--- src/rtl/phy_rmw_pkg.sv ---
package phy_rmw_pkg;

  localparam int ADDR_W  = 16;
  localparam int DATA_W  = 16;
  localparam int N_ENTRY = 5;
  localparam int IDX_W   = $clog2(N_ENTRY);

  typedef struct packed {
    logic [ADDR_W-1:0] addr;
    logic [DATA_W-1:0] clr;
    logic [DATA_W-1:0] set;
  } rmw_entry_t;

  typedef enum logic [2:0] {
    S_IDLE,
    S_RD_REQ,
    S_RD_WAIT,
    S_WR_REQ,
    S_WR_WAIT,
    S_SETTLE,
    S_DONE,
    S_FAIL
  } seq_state_t;

  // Patch list; the order is the application order.
  function automatic rmw_entry_t entry_at(input int unsigned i);
    rmw_entry_t e;
    case (i)
      0:       e = '{addr: 16'h102D, clr: 16'h0000, set: 16'h0080};
      1:       e = '{addr: 16'h1010, clr: 16'h0FF0, set: 16'h0020};
      2:       e = '{addr: 16'h1006, clr: 16'h0740, set: 16'h0B80};
      3:       e = '{addr: 16'h1002, clr: 16'h3FFF, set: 16'h4B7F};
      4:       e = '{addr: 16'h0030, clr: 16'h00F0, set: 16'h0080};
      default: e = '0;
    endcase
    return e;
  endfunction

  function automatic logic [DATA_W-1:0] apply_rmw(input logic [DATA_W-1:0] rd,
                                                  input rmw_entry_t e);
    return (rd & ~e.clr) | e.set;
  endfunction

endpackage

--- src/rtl/phy_rmw_rom.sv ---
module phy_rmw_rom
  import phy_rmw_pkg::*;
#(
  parameter int ENTRIES = N_ENTRY,
  parameter int IW      = IDX_W
) (
  input  logic [IW-1:0] idx,
  output rmw_entry_t    ent
);

  rmw_entry_t table_q [ENTRIES];

  for (genvar g = 0; g < ENTRIES; g++) begin : g_ent
    assign table_q[g] = entry_at(g);
  end

  always_comb begin
    ent = '0;
    for (int k = 0; k < ENTRIES; k++) begin
      if (idx == IW'(k)) ent = table_q[k];
    end
  end

endmodule

--- src/rtl/phy_rmw_settle.sv ---
module phy_rmw_settle #(
  parameter int CYCLES = 250,
  localparam int CNT_W = $clog2(CYCLES + 1)
) (
  input  logic clk,
  input  logic rst_n,
  input  logic load,
  output logic expired
);

  logic [CNT_W-1:0] cnt_q;

  always_ff @(posedge clk or negedge rst_n) begin
    if (!rst_n) begin
      cnt_q <= '0;
    end else if (load) begin
      cnt_q <= CNT_W'(CYCLES - 1);
    end else if (cnt_q != '0) begin
      cnt_q <= cnt_q - 1'b1;
    end
  end

  assign expired = (cnt_q == '0);

endmodule

--- src/rtl/phy_rmw_ctrl.sv ---
module phy_rmw_ctrl
  import phy_rmw_pkg::*;
(
  input  logic              clk,
  input  logic              rst_n,
  input  logic              start,
  input  rmw_entry_t        ent,
  input  logic              settle_expired,
  output logic              settle_load,
  output logic [IDX_W-1:0]  idx,
  output logic              busy,
  output logic              done,
  output logic              err,
  output logic [IDX_W-1:0]  err_index,
  output logic              req_valid,
  input  logic              req_ready,
  output logic              req_write,
  output logic [DATA_W-1:0] req_wdata,
  input  logic              rsp_valid,
  input  logic              rsp_err,
  input  logic [DATA_W-1:0] rsp_rdata
);

  localparam logic [IDX_W-1:0] LAST = IDX_W'(N_ENTRY - 1);

  seq_state_t        state_q;
  logic [IDX_W-1:0]  idx_q;
  logic [IDX_W-1:0]  fail_q;
  logic [DATA_W-1:0] wdata_q;
  logic              last_ok;

  assign last_ok     = rsp_valid && !rsp_err && (idx_q == LAST);
  assign settle_load = (state_q == S_WR_WAIT) && last_ok;

  always_ff @(posedge clk or negedge rst_n) begin
    if (!rst_n) begin
      state_q <= S_IDLE;
      idx_q   <= '0;
      fail_q  <= '0;
      wdata_q <= '0;
    end else begin
      case (state_q)
        S_IDLE, S_DONE, S_FAIL: begin
          if (start) begin
            state_q <= S_RD_REQ;
            idx_q   <= '0;
            fail_q  <= '0;
          end
        end
        S_RD_REQ: begin
          if (req_ready) state_q <= S_RD_WAIT;
        end
        S_RD_WAIT: begin
          if (rsp_valid) begin
            if (rsp_err) begin
              state_q <= S_FAIL;
              fail_q  <= idx_q;
            end else begin
              wdata_q <= apply_rmw(rsp_rdata, ent);
              state_q <= S_WR_REQ;
            end
          end
        end
        S_WR_REQ: begin
          if (req_ready) state_q <= S_WR_WAIT;
        end
        S_WR_WAIT: begin
          if (rsp_valid) begin
            if (rsp_err) begin
              state_q <= S_FAIL;
              fail_q  <= idx_q;
            end else if (idx_q == LAST) begin
              state_q <= S_SETTLE;
            end else begin
              idx_q   <= idx_q + 1'b1;
              state_q <= S_RD_REQ;
            end
          end
        end
        S_SETTLE: begin
          if (settle_expired) state_q <= S_DONE;
        end
        default: state_q <= S_IDLE;
      endcase
    end
  end

  assign idx       = idx_q;
  assign req_valid = (state_q == S_RD_REQ) || (state_q == S_WR_REQ);
  assign req_write = (state_q == S_WR_REQ);
  assign req_wdata = wdata_q;
  assign done      = (state_q == S_DONE);
  assign err       = (state_q == S_FAIL);
  assign err_index = fail_q;
  assign busy      = !((state_q == S_IDLE) || (state_q == S_DONE) || (state_q == S_FAIL));

endmodule

--- src/rtl/phy_rmw_seq.sv ---
module phy_rmw_seq
  import phy_rmw_pkg::*;
#(
  parameter int CLK_MHZ   = 125,
  parameter int SETTLE_NS = 2000
) (
  input  logic              clk,
  input  logic              rst_n,
  input  logic              start,
  output logic              busy,
  output logic              done,
  output logic              err,
  output logic [IDX_W-1:0]  err_index,
  output logic              req_valid,
  input  logic              req_ready,
  output logic              req_write,
  output logic [ADDR_W-1:0] req_addr,
  output logic [DATA_W-1:0] req_wdata,
  input  logic              rsp_valid,
  input  logic              rsp_err,
  input  logic [DATA_W-1:0] rsp_rdata
);

  localparam int RAW_CYC    = (CLK_MHZ * SETTLE_NS) / 1000;
  localparam int SETTLE_CYC = (RAW_CYC < 1) ? 1 : RAW_CYC;

  rmw_entry_t       ent;
  logic [IDX_W-1:0] idx;
  logic             settle_load;
  logic             settle_expired;

  phy_rmw_rom #(.ENTRIES(N_ENTRY), .IW(IDX_W)) u_rom (
    .idx (idx),
    .ent (ent)
  );

  phy_rmw_settle #(.CYCLES(SETTLE_CYC)) u_settle (
    .clk     (clk),
    .rst_n   (rst_n),
    .load    (settle_load),
    .expired (settle_expired)
  );

  phy_rmw_ctrl u_ctrl (
    .clk            (clk),
    .rst_n          (rst_n),
    .start          (start),
    .ent            (ent),
    .settle_expired (settle_expired),
    .settle_load    (settle_load),
    .idx            (idx),
    .busy           (busy),
    .done           (done),
    .err            (err),
    .err_index      (err_index),
    .req_valid      (req_valid),
    .req_ready      (req_ready),
    .req_write      (req_write),
    .req_wdata      (req_wdata),
    .rsp_valid      (rsp_valid),
    .rsp_err        (rsp_err),
    .rsp_rdata      (rsp_rdata)
  );

  assign req_addr = ent.addr;

endmodule

--- config.mk ---
export PLATFORM = sky130hd
export DESIGN_NAME = phy_rmw_seq
export DESIGN_NICKNAME = d
export VERILOG_FILES = /design/src/rtl/phy_rmw_pkg.sv /design/src/rtl/phy_rmw_rom.sv /design/src/rtl/phy_rmw_settle.sv /design/src/rtl/phy_rmw_ctrl.sv /design/src/rtl/phy_rmw_seq.sv
export SDC_FILE = /design/constraint.sdc
export NUM_CORES = 1
export LEC_CHECK = 0
export BUFFER_PORTS_ARGS = -buffer_cell sky130_fd_sc_hd__buf_2
export CORE_ASPECT_RATIO = 1.5
export CORE_UTILIZATION = 50
export CTS_BUF_LIST = sky130_fd_sc_hd__clkbuf_16
export CTS_CLUSTER_SIZE = 25
export DETAILED_ROUTE_END_ITERATION = 8
export HOLD_SLACK_MARGIN = 0.1
export PLACE_DENSITY_LB_ADDON = 0.2
export REMOVE_ABC_BUFFERS = 1
export SYNTH_ARGS = -nofsm -noshare
export SYNTH_HDL_FRONTEND = slang
export SYNTH_SLANG_ARGS = --single-unit
export TNS_END_PERCENT = 5
--- constraint.sdc ---
create_clock -name clk -period 5.2 [get_ports clk]
set_input_delay 1.04 -clock clk [delete_from_list [all_inputs] [get_ports clk]]
set_output_delay 1.04 -clock clk [all_outputs]
set_load 0.05 [all_outputs]
Word level (Yosys, flattened, before mapping)
Index checks and enable logic that the tools add are counted.

storage, ports and cells
  register bits = 33
  input port bits = 22
  logic and storage cells = 78

operators by class
  multiplexer cells = 25
  eq/ne operators = 21
  $add $sub $neg = 2
  reduce and logical (&&, ||, !) cells = 21
  bitwise logic cells = 4

operator list
  cell                 count
  $mux 45              5
  $mux 3               15
  $pmux 3 s6           1
  $and 16x16->16       1
  $mux 8               2
  $ne 2x2->1 const B   8
  $not 16->16          1
  $or 16x16->16        1
  $eq 3x3->1 const B   5
  $eq 3x2->1 const B   4
  $pmux 3 s2           2
  $logic_not 8->1      1
  $reduce_bool 8->1    1
  $sub 8x1->8 const B  1
  $eq 3x1->1 const B   2
  $logic_not 3->1      2
  $reduce_and 6->1     1
  $reduce_bool 2->1    3
  $reduce_and 5->1     1
  $ne 2x1->1 const B   2
  $reduce_and 4->1     1
  $add 3x1->3 const B  1
  $logic_and 1x1->1    3
  $logic_or 1x1->1     3
  other kinds (5)      6

Logic depth before layout (Yosys ltp)
  depth in word-level cells = 9
  mapped depth = 7

Modules after synthesis
From an unflattened synthesis, not the netlist that was laid out.

unflattened totals
  cell total of the unflattened synthesis = 289
  area, all modules = 2452.4 um^2

by module, submodules not included
  module          cells an instance  times used  area an instance (um^2)  seq. area each (um^2)
  phy_rmw_ctrl    195                1           1651.6                   625.6
  phy_rmw_settle  43                 1           446.7                    200.2
  phy_rmw_rom     51                 1           354.1                    0.0

Worst setup path after synthesis
OpenSTA, ideal clock, no wires.

  path type = reg-to-output
  from = reg u_ctrl.idx_q[2], in the netlist u_ctrl.idx[2]
  to = out req_addr[3]
  stages on the path, launching flop included = 6
  required time = 4.160 ns
  arrival time = 2.903 ns
  buffers on the path = 2
  path slack = 1.257 ns
  cell sequence = dfrtp_1 > buf_2 > inv_1 > ha_1 > nor4bb_1 > buf_4

on the way
  word-level cells in the longest chain between the ends = 6

ends and longest elaborated chain
  what                    line                RTL
  from (decl)             phy_rmw_ctrl.sv:27  logic [IDX_W-1:0] idx_q;
  from (signal assigned)  phy_rmw_ctrl.sv:75  idx_q <= idx_q + 1'b1;
  $logic_not 3->1         phy_rmw_rom.sv:20   if (idx == IW'(k)) ent = table_q[k];
  $mux 45 (4 in series)   phy_rmw_rom.sv:20
  $mux 45 *               phy_rmw_rom.sv:20
  to (decl)               phy_rmw_seq.sv:17   output logic [ADDR_W-1:0] req_addr,

Mark *: on every way between the ends. The rest lies on a longest branch, timed or not.

Final worst setup path
  from = reg u_ctrl.idx_q[0], in the netlist u_ctrl.idx[0]
  to = out req_addr[12]

The elaborated chain is that of the path after synthesis.

==> flow_summary.toml <==
[run_status]
status = "finished clean"

[clock_network]
cts_tree = "built"
cts-htree-levels = 2
path_clk_slew_ns = 0.05
clockBufferDepth = 2
clock_latency_ns = 0.27
post_cts_resized = 0
ctsRootBufferMaster = "clkbuf_16"
cts_made_buffers = 5
cts_hold_buf = 0
clkSinkCount = 33
post_cts_buffers = 0

[global_route]
grt_antenna_before_repair = 0
track_usage = 0.239
grt_pass1_vias = 1538
grt_first_pass_wirelength_um = 7200
overflow = 0
grt_max_degree = 34

[layout]
n_antenna_cell = 0
fin_util = 0.629
fillCellCount = 342
final_common_cell = "buf_2"
drive_above_1_share = 0.246
final_nets = 290
area_growth_pct = 20.8
layout_common_cells = "buf_2, dfrtp_1, nand2_1"

[timing]
period_minus_slack_ns = 3.23
slew_headroom = 0.309
finalCritPeriodShare = 0.622
worstMarginPinSlew_ns = 1.03
holdWs_ns = 0.459
finalMaxSlewViolations = 0
hold_viol = 0
rsz0062_at_grt = "false"
finalClockSkew_ns = 0.00509
setup_viol = 0
fin_tns_setup_ns = 0
fmax_mhz = 309

[floorplanning]
io_pins = 62
die-width_um = 52.3
start_util = 0.521
rows = 27
core-area_sq_mm = 0.00365
die_h_um = 77.5
die-area_sq_mm = 0.00406

[hold_path]
hp-class = "flop to flop"
min-delay-start = "u_ctrl.req_wdata[14]$_DFFE_PN0P_"
whs_endpoint = "u_ctrl.req_wdata[14]$_DFFE_PN0P_"
holdPathStages = 2

[pwr]
power_mw = 1.66
ir_drop_mv = 0.597
power_density_mw_per_mm2 = 725
leakagePower_nw = 1.14

[logic_synthesis]
yosysSeqAreaShare = 0.434
ys.flop_type = "dfrtp_1"
syn_area_per_cell_sq_um = 9.05
synthCells = 210
yosysUniqueCellTypes = 46
synth_seq_cells = 33
ys_warn_count = 0
synth-edff-count = 0
synthesis.area_sq_mm = 0.00190
async_flop_share = 1.00

[worst_setup_path]
cp_max_fo = 9
rrSetupSlack_ns = 3.12
r2r-start = "u_ctrl.state_q[0]$_DFFE_PN0P_"
crit_type = "flop to output pin"
crit_required_ns = 4.16
r2r_end = "u_ctrl.req_wdata[5]$_DFFE_PN0P_"
r2r_cells = 4
endpoint_kind = "output pin"
worstSetupStartpointType = "flop"
crit_arrival_ns = 2.19

[drt]
drc_errors = 0
dr.pass1.iters = 4
routedWlPerCell_um = 14.1
viasPerCell = 5.41
drtIter0Drc = 37
routed_wl_um = 4260
antenna_left = 0
routed-via-count = 1638

[placed_design]
dp_hpwl_um = 2970
io_buffers = 52
routabilityCongestion = 0.867

[run]
drv_cap = 0
-- Yosys cell counts (2+ instances only) --
library cell / instances / area [sq um]
ha_1: 9 / 113
nand3_1: 6 / 30.0
dfrtp_1: 33 / 826
or3_1: 3 / 18.8
buf_4: 10 / 75.1
nor2_1: 14 / 52.6
nand2_1: 32 / 120
nand4b_1: 2 / 17.5
inv_1: 10 / 37.5
and2_1: 2 / 12.5
a31oi_1: 8 / 50.1
a22oi_1: 2 / 15.0
o21ai_1: 3 / 15.0
nand2b_1: 7 / 43.8
nor3_1: 3 / 15.0
or4_1: 2 / 15.0
xor2_1: 2 / 17.5
a22o_1: 5 / 43.8
clkbuf_1: 3 / 11.3
buf_2: 5 / 25.0
o21ai_0: 17 / 85.1
and3_1: 2 / 12.5
nand3b_1: 2 / 15.0
a21oi_1: 3 / 15.0
nor2b_1: 3 / 18.8
xnor2_1: 2 / 17.5
-- worst max-delay path by stage --
| stage | start | to | slack, ns | cells past startpoint |
|---|---|---|---|---|
| floorplan | u_ctrl.idx[2]$_DFFE_PN0P_ | req_addr[0] | 0.36 | 3 |
| global placement | u_ctrl.idx[0]$_DFFE_PN0P_ | req_addr[12] | 2.35 | 6 |
| detailed placement | u_ctrl.idx[0]$_DFFE_PN0P_ | req_addr[12] | 2.29 | 6 |
| CTS | u_ctrl.idx[0]$_DFFE_PN0P_ | req_addr[12] | 1.99 | 6 |
| global route | u_ctrl.idx[0]$_DFFE_PN0P_ | req_addr[12] | 1.77 | 6 |
| finish | u_ctrl.idx[0]$_DFFE_PN0P_ | req_addr[12] | 1.97 | 6 |
-- power by group --
part           total, mW  internal, mW  switching (mW)  leakage (nW)
Clock              0.325         0.222           0.103        0.0826
Sequential         0.459         0.360          0.0994         0.407
Combinational      0.880         0.232           0.648         0.649
Total               1.66         0.814           0.851          1.14
-- metrics by stage --
step           worst slack [ns]  std cells  area, sq um
2_1_floorplan             0.364        200         1820
3_3_place_gp               2.35        295         2130
3_5_place_dp               2.29        295         2130
4_1_cts                    1.99        303         2300
5_1_grt                    1.77        303         2300
6_report                   1.97        303         2300
-- cells by family (layout without fill, tap and decap cells) --
kind of cell / count (synthesis) / in the layout / share of synthesized area
and+or+nand+nor: 85 / 85 / 0.232
AOI/OAI and AO/OA: 48 / 48 / 0.165
DFF: 33 / 33 / 0.434
buffers and inverters: 28 / 70 / 0.0783
adders and majority gates: 9 / 9 / 0.0593
xor gates and xnor gates: 4 / 4 / 0.0184
muxes: 2 / 2 / 0.0112
other: 1 / 9 / 0.00197
-- cell type report --
| class | instances | area, sq um | area share |
|---|---|---|---|
| sequential | 33 | 826 | 0.360 |
| inverter | 10 | 37.5 | 0.0163 |
| clock inverter | 3 | 37.5 | 0.0163 |
| tap | 43 | 53.8 | 0.0234 |
| clock buffer | 5 | 125 | 0.0545 |
| multi-input combinational | 157 | 956 | 0.416 |
| timing repair buffer | 52 | 260 | 0.113 |
-- flip-flops by register name (all words and copies together) (netlist names) --
register          flops
u_ctrl.err_index      3
u_ctrl.idx            3
u_ctrl.req_wdata     16
u_ctrl.state_q        3
u_settle.cnt_q        8
-- critical path, stage by stage, from the launching register on --
cell and delay, ns:
dfrtp_1 0.42, inv_1 0.12, ha_1 0.33, nand2_2 0.17
a22oi_1 0.42, o21ai_0 0.20, buf_2 0.26
-- per-layer routing --
metal	vias to the layer above	GRT usage	routed length [um]
met3	6	0.0510	151
met5	-	0	0
met2	39	0.396	2270
met4	0	0.0842	44
met1	785	0.297	1800
li1	808	-	-
Note: power is estimated with default switching activity, not from simulation.
